### config.mk
export PLATFORM = sky130hd
export DESIGN_NAME = flashcard_cfg_ctrl
export DESIGN_NICKNAME = d
export VERILOG_FILES = /design/src/rtl/flashcard_cfg_ctrl.sv
export SDC_FILE = /design/constraint.sdc
export NUM_CORES = 1
export LEC_CHECK = 0
export ABC_AREA = 1
export BUFFER_PORTS_ARGS = -buffer_cell sky130_fd_sc_hd__buf_4
export CORE_ASPECT_RATIO = 0.9
export CORE_MARGIN = 2
export CORE_UTILIZATION = 40
export DETAILED_ROUTE_END_ITERATION = 10
export PLACE_DENSITY = 0.84
export SLEW_MARGIN = 20
export SYNTH_ARGS = -nofsm -noshare
export SYNTH_HDL_FRONTEND = slang
export SYNTH_SLANG_ARGS = --single-unit
### constraint.sdc
create_clock -name clk -period 4.1 [get_ports clk]
set_input_delay 0.615 -clock clk [delete_from_list [all_inputs] [get_ports clk]]
set_output_delay 0.615 -clock clk [all_outputs]
set_load 0.005 [all_outputs]
### src/rtl/flashcard_cfg_ctrl.sv
module flashcard_cfg_ctrl #(
  parameter int ADDR_W = 26,
  parameter int DATA_W = 16,
  parameter int PAGE_W = 2,
  parameter logic [ADDR_W-1:0] OPT_ADDR  = 'h4000,
  parameter logic [ADDR_W-1:0] STAT_ADDR = 'h4002,
  parameter int SRST_BIT = 7,
  parameter int PD_BIT   = 2
) (
  input  logic              clk,
  input  logic              hw_rst,
  input  logic [ADDR_W-1:0] bus_addr,
  input  logic [DATA_W-1:0] bus_wdata,
  input  logic              bus_wr,
  input  logic              bus_rd,
  input  logic              attr_n,
  input  logic [DATA_W-1:0] mem_rdata,
  output logic [DATA_W-1:0] rd_data,
  output logic              rd_valid,
  output logic [PAGE_W-1:0] page_sel,
  output logic              array_en,
  output logic              array_pd
);

  localparam logic [PAGE_W-1:0] BLK_PAGE = {PAGE_W{1'b1}};

  logic              srst_q;
  logic              pd_q;
  logic [PAGE_W-1:0] page_q;

  logic opt_wr, stat_wr, opt_rd, stat_rd, mem_acc;
  logic [DATA_W-1:0] opt_view, stat_view, rd_next;

  assign opt_wr  = bus_wr & ~attr_n & (bus_addr == OPT_ADDR);
  assign stat_wr = bus_wr & ~attr_n & (bus_addr == STAT_ADDR);
  assign opt_rd  = bus_rd & ~attr_n & (bus_addr == OPT_ADDR);
  assign stat_rd = bus_rd & ~attr_n & (bus_addr == STAT_ADDR);
  assign mem_acc = (bus_wr | bus_rd) & attr_n;

  assign array_pd = hw_rst | srst_q | pd_q;
  assign array_en = mem_acc & ~array_pd & (page_q != BLK_PAGE);
  assign page_sel = page_q;

  always_comb begin
    opt_view = '0;
    opt_view[SRST_BIT] = srst_q;
    opt_view[PAGE_W-1:0] = page_q;
    stat_view = '0;
    stat_view[PD_BIT] = pd_q;
  end

  always_comb begin
    rd_next = '0;
    if (opt_rd)
      rd_next = opt_view;
    else if (stat_rd)
      rd_next = stat_view;
    else if (bus_rd && array_en)
      rd_next = mem_rdata;
  end

  always_ff @(posedge clk or posedge hw_rst) begin
    if (hw_rst) begin
      srst_q <= 1'b0;
      page_q <= '0;
      pd_q   <= 1'b0;
    end else if (opt_wr) begin
      if (bus_wdata[SRST_BIT]) begin
        srst_q <= 1'b1;
        page_q <= '0;
        pd_q   <= 1'b0;
      end else if (srst_q) begin
        srst_q <= 1'b0;
        page_q <= '0;
        pd_q   <= 1'b0;
      end else begin
        page_q <= bus_wdata[PAGE_W-1:0];
      end
    end else if (stat_wr && !srst_q) begin
      pd_q <= bus_wdata[PD_BIT];
    end
  end

  always_ff @(posedge clk or posedge hw_rst) begin
    if (hw_rst) begin
      rd_data  <= '0;
      rd_valid <= 1'b0;
    end else begin
      rd_valid <= bus_rd;
      rd_data  <= bus_rd ? rd_next : '0;
    end
  end

  // Input assumption: strobes are exclusive
  p_strobe_excl_r9: assert property (@(posedge clk) disable iff (hw_rst)
    !(bus_wr && bus_rd));

  p_rd_valid_r1: assert property (@(posedge clk) disable iff (hw_rst)
    bus_rd |=> rd_valid);

  p_srst_enter_r2: assert property (@(posedge clk) disable iff (hw_rst)
    (opt_wr && bus_wdata[SRST_BIT]) |=> (array_pd && page_sel == '0 && !pd_q));

  p_srst_exit_r3: assert property (@(posedge clk) disable iff (hw_rst)
    (srst_q && opt_wr && !bus_wdata[SRST_BIT]) |=> (!srst_q && page_sel == '0 && !pd_q));

  p_page_load_r4: assert property (@(posedge clk) disable iff (hw_rst)
    (!srst_q && opt_wr && !bus_wdata[SRST_BIT]) |=> (page_sel == $past(bus_wdata[PAGE_W-1:0])));

  p_blocked_read_r6: assert property (@(posedge clk) disable iff (hw_rst)
    (bus_rd && attr_n && (page_q == BLK_PAGE || array_pd)) |=> (rd_valid && rd_data == '0));

  p_stat_locked_r7: assert property (@(posedge clk) disable iff (hw_rst)
    (srst_q && stat_wr) |=> !pd_q);

  p_attr_no_en_r9: assert property (@(posedge clk) disable iff (hw_rst)
    !attr_n |-> !array_en);

endmodule

Yosys cells after proc, flatten, opt, wreduce, memory -nomap -nowiden
Cells that the tools add are included. Widths: inputs -> output; s select.

Register bits: 21. Input bits: 63. Output and inout bits: 21. Logic and storage cells: 39.

Equal/unequal tests: 4. Muxes and demuxes: 11. Bitwise operators: 14. Reduce and logical (&&, ||, !) cells: 5.

Operators with widths (count): $mux 16 (4); $eq 26x15->1 const B (2); $and 1x1->1 (9); $mux 1 (5); $mux 2 (2); $ne 3x3->1 const B (1); $or 1x1->1 (3); $logic_and 1x1->1 (2); $ne 2x2->1 const B (1); $not 1->1 (2); $reduce_and 2->1 (1); $reduce_bool 2->1 (1); $logic_not 1->1 (1).

Longest topological paths before layout
Depth after elaboration: 10. Depth in mapped cells: 9. Depth with buffers taken out: 9.

Worst setup path after synthesis
Ideal clock, no wire load.

Kind: input to output. From: in hw_rst. To: out array_en. Arrival time: 1.621 ns. Data required time: 3.485 ns. Slack: 1.864 ns. Stages: 3. Buffers on the path: 0. Path through: inv_1 > nand2_2 > a211oi_4.

Longest elaborated chain between the ends: 5.

Ends and longest elaborated chain: start: declaration (line 11) `input logic hw_rst,`; $or 1x1->1 (2 in a row) (line 40) `assign array_pd = hw_rst | srst_q | pd_q;`; named net array_pd (line 22) `output logic array_pd`; $not 1->1 (line 41) `assign array_en = mem_acc & ~array_pd & (page_q != BLK_PAGE);`; $and 1x1->1 (2 in a row) (line 41); end: declaration (line 21) `output logic array_en,`.

The timed path passes the listed nets, and every way through them passes these cells.

Worst setup path in the final report
From: in hw_rst. To: out array_en.

Longest elaborated chain between the ends: 5.

Ends and longest elaborated chain (line): $or 1x1->1 (2 in a row) (40); $not 1->1 (41); $and 1x1->1 (2 in a row) (41).

No other way between the ends.

==> results.md <==
- Setup violations remaining at the end of the flow were counted as 0.
- Synthesis produced a netlist with a net count of 181.
- The initial antenna violation count is 0.
- Among all stages on the critical path, the largest delay is contributed by sky130_fd_sc_hd__a211oi_4.
- In this run, the combinational gates consume 18.8% of the power.
- Summing all multi-input logic gate instances after layout gives 382.9 um2.
- The worst voltage drop across the vdd grid is 0.0002304 V.
- In this run, post-CTS repair resized a total of 0 instances.
- In the finished design, the share of the clock period the worst path needs comes to 57.13%.
- After the last flow step, the layout net total stands at 256.
- The largest net degree at the start of global routing is 23.
- The cell area that synthesis handed to floorplanning was 992.2 um2.
- The clock input transition at the sequential cells of the worst setup and hold paths is 0.11 ns.
- The share of cells above drive strength 1 is 46.88%.
- The number of ports placed on the die boundary is 84.
- The total area of sequential cells is 525.5 um2.
- STA puts the critical path data arrival time at 1.73 ns.
- Derived from the worst setup path, the maximum achievable clock frequency is 0.4269 GHz.
- The final-layout fill cell count is 201.
- The internal cell power is 291.7 uW.
- Max-cap violations in this run came to 0.
- The die height is 51.25 um.
- The antenna diode count is 0.
- The number of buffers and inverters on the critical path is 4.
- The number of global-route vias before repair was 1,030.
- The top cell types in the final layout, fill and taps aside, are sky130_fd_sc_hd__buf_4, sky130_fd_sc_hd__nor2_1, sky130_fd_sc_hd__nand2_1, sky130_fd_sc_hd__dfrtp_1, sky130_fd_sc_hd__inv_1.
- Before CTS, the worst setup slack after placement is 1.732 ns.
- The post-route clock skew is 0.007314 ns.
- The proportion of total power due to net switching is 22.95%.
- Setup repair after global routing left no endpoint under its margin.
- The number of nets with antenna violations after detailed routing is 0.
- The average footprint of a synthesized cell is 8.408 um2.
- The count of routing violations after the opening detailed-route iteration is 12.
- The routability-driven placement congestion ratio is 0.7601.
- Compared with the post-synthesis result, the final layout area differs by 59.02%.
- After clock tree synthesis, the setup repair step added 0 buffers.
- The sequential power share is 56.0%.
- The clock reaches the later pin of the worst-skew pair after 0.30 ns.
- The final count of hold timing violations is 0.
- The clock root buffer is sky130_fd_sc_hd__clkbuf_4.
- The share of the Yosys chip area taken by registers is 52.96%.
- The CTS tree is yes.
- The share of synthesized area in the top cell type comes to 52.96%.
- The count of final max-slew check failures came to 0.
- Power spread over the standard cell area amounts to 240.0 mW/mm2.
- The routed wire length is 2581 um.
- The via total after detailed routing is 1,005.
- The first detailed-routing pass took 4 iterations.
- The most common cell type on the critical path is sky130_fd_sc_hd__buf_4.
- The maximum level of the CTS H-tree is 1.
- Broken down by cell family, the worst path's largest delay share belongs to buffers and inverters.
- The width of the die is 56.50 um.
- The worst setup path is launched from an input port.
- In this run the worst path has a maximum fanout of 22.
- The kind of end point of the critical path is a primary output.
- The cell count after synthesis came out at 118.
- On the worst path, the slowest cell contributes a delay of 0.38 ns.
- The min-delay analysis places its worst path in the category in -> async.
- The total grt overflow is 0.
- The clock passes through at most 2 buffers.
- Counting I/O delays and the setup requirement, the final critical path takes 2.342 ns.
- Detailed placement finished with a half-perimeter wire length of 2072 um.
- The ratio of routed vias to standard cells is 4.568.
- The global router's overall resource usage is 18.85%.
- For this run, the number of Yosys warnings is 0.
- The start-to-end type of the worst setup path is in -> out.
- In the post-synthesis netlist, the biggest area contributors are sky130_fd_sc_hd__dfrtp_1, sky130_fd_sc_hd__nor2_1, sky130_fd_sc_hd__nand2_1.
- The run finished with clean final reports.
- The clock drives 21 sinks.
- The clock buffer count from CTS is 3.
- The most common cell after layout, fill and taps aside is sky130_fd_sc_hd__buf_4.
- The number of storage elements in the synthesis netlist is 21.
- The worst pin sits at a relative slew slack of 74.96%.
- After synthesis, the netlist uses 18 different library cells.
- The average wire per cell in the routed design is 11.73 um.
- The fraction of power consumed by the clock network is 25.2%.
- Port buffering added 71 buffers.
- The core region is 0.002404 mm2.
- The die covers 0.002896 mm2.
- For this run, design rule violations remaining after detail routing come to 0.
- The initial utilization of the core area, before any placement, comes to 41.28%.
- The total of hold buffers inserted after clock tree synthesis is 0.
- After routing, the total negative slack on setup checks comes to 0 ns.
- The required time at the worst-slack endpoint is 3.48 ns.
- The transition at the pin with the smallest max-transition slack is 0.3744 ns.
- The synthesized design spends more area on one cell type than any other, namely sky130_fd_sc_hd__dfrtp_1.
- The wire length of the first global-routing pass is 4298 um.
- The reported net switching power is 86.90 uW.
- Traced cell by cell, the critical path runs through buf_4 > inv_1 > buf_4 > nand2_2 > a211oi_4 > buf_4.
- Summed over all cells, the static leakage comes to 0.0008977 uW.
- The count of standard-cell rows is 17.
- After layout, the worst setup slack is 1.758 ns.
final cells by class:
type / count / area share (%)
Tap cell: 28 / 2.220
Multi-Input combinational cell: 77 / 24.27
Inverter: 18 / 4.282
Sequential cell: 21 / 33.31
Clock buffer: 4 / 1.665
Timing Repair Buffer: 72 / 34.26
sequential cells by signal, indices dropped and copies added, names as in the netlist:
name / count
pd_q: 1
srst_q: 1
page_sel: 2
rd_valid: 1
rd_data: 16
final timing paths:
check                           startpoint           to  slack (ns)  cells past startpoint
worst max register to register      srst_q  rd_data[14]        2.56                      5
worst min register to register        pd_q         pd_q        0.57                      2
worst max-delay path                hw_rst     array_en        1.76                      6
min in group clk                    bus_rd     rd_valid        0.52                      1
max in group asynchronous           hw_rst   rd_data[2]        3.55                      3
worst min-delay path                hw_rst         pd_q        0.34                      3
stage by stage:
stage | total power, uW | hold slack [ns] | cell area, um2 | cells | util, %
after floorplan | 239.1 | 0.5101 | 992.2 | 118 | -
after global placement | 284.6 | 0.5287 | 1551 | 216 | 64.55
after detailed placement | 287.6 | 0.5496 | 1551 | 216 | 64.55
after CTS | 383.7 | 0.3375 | 1578 | 220 | 65.64
after global routing | 397.5 | 0.3456 | 1578 | 220 | 65.64
final | 378.6 | 0.3384 | 1578 | 220 | 65.64
metal layers:
metal / wire, um / global-route usage, % / vias to the layer above
li1: - / - / 500
met1: 945 / 19.90 / 469
met2: 1469 / 35.85 / 28
met3: 109 / 4.051 / 8
met4: 57 / 8.333 / 0
met5: 0 / 0 / -
logic make-up (layout without fill, tap and decap cells):
group | after synthesis | after routing | synth area share (%)
AO/OA/AOI/OAI | 4 | 4 | 3.531
flip-flops | 21 | 21 | 52.96
buffers and inverters | 20 | 94 | 8.448
AND/OR/NAND/NOR | 73 | 73 | 35.06
worst min-delay path: stages:
cell                    delay, ns
sky130_fd_sc_hd__buf_4       0.11
sky130_fd_sc_hd__inv_1       0.04
sky130_fd_sc_hd__buf_4       0.27
Yosys cell counts:
cell type,instances
sky130_fd_sc_hd__or2_0,1
sky130_fd_sc_hd__o21ai_0,2
sky130_fd_sc_hd__nand2_4,1
sky130_fd_sc_hd__nor2_4,2
sky130_fd_sc_hd__nor2_2,10
sky130_fd_sc_hd__buf_6,1
sky130_fd_sc_hd__nor3_1,1
sky130_fd_sc_hd__nand2_1,21
sky130_fd_sc_hd__buf_2,1
sky130_fd_sc_hd__nor2_1,22
sky130_fd_sc_hd__dfrtp_1,21
sky130_fd_sc_hd__nand4_1,1
sky130_fd_sc_hd__and2_0,1
sky130_fd_sc_hd__nand3_1,12
sky130_fd_sc_hd__a211oi_4,1
sky130_fd_sc_hd__o21ai_1,1
sky130_fd_sc_hd__nand2_2,1
sky130_fd_sc_hd__inv_1,18
power groups by stage:
stage	registers (uW)	clock network (uW)	logic [uW]
finish	212	95.4	71.2
global route	212	106	78.6
CTS	212	99.8	71.8
detailed placement	216	0	71.5
global placement	216	0	68.6
floorplan	217	0	22.5
(Power assumes the default switching activity.)
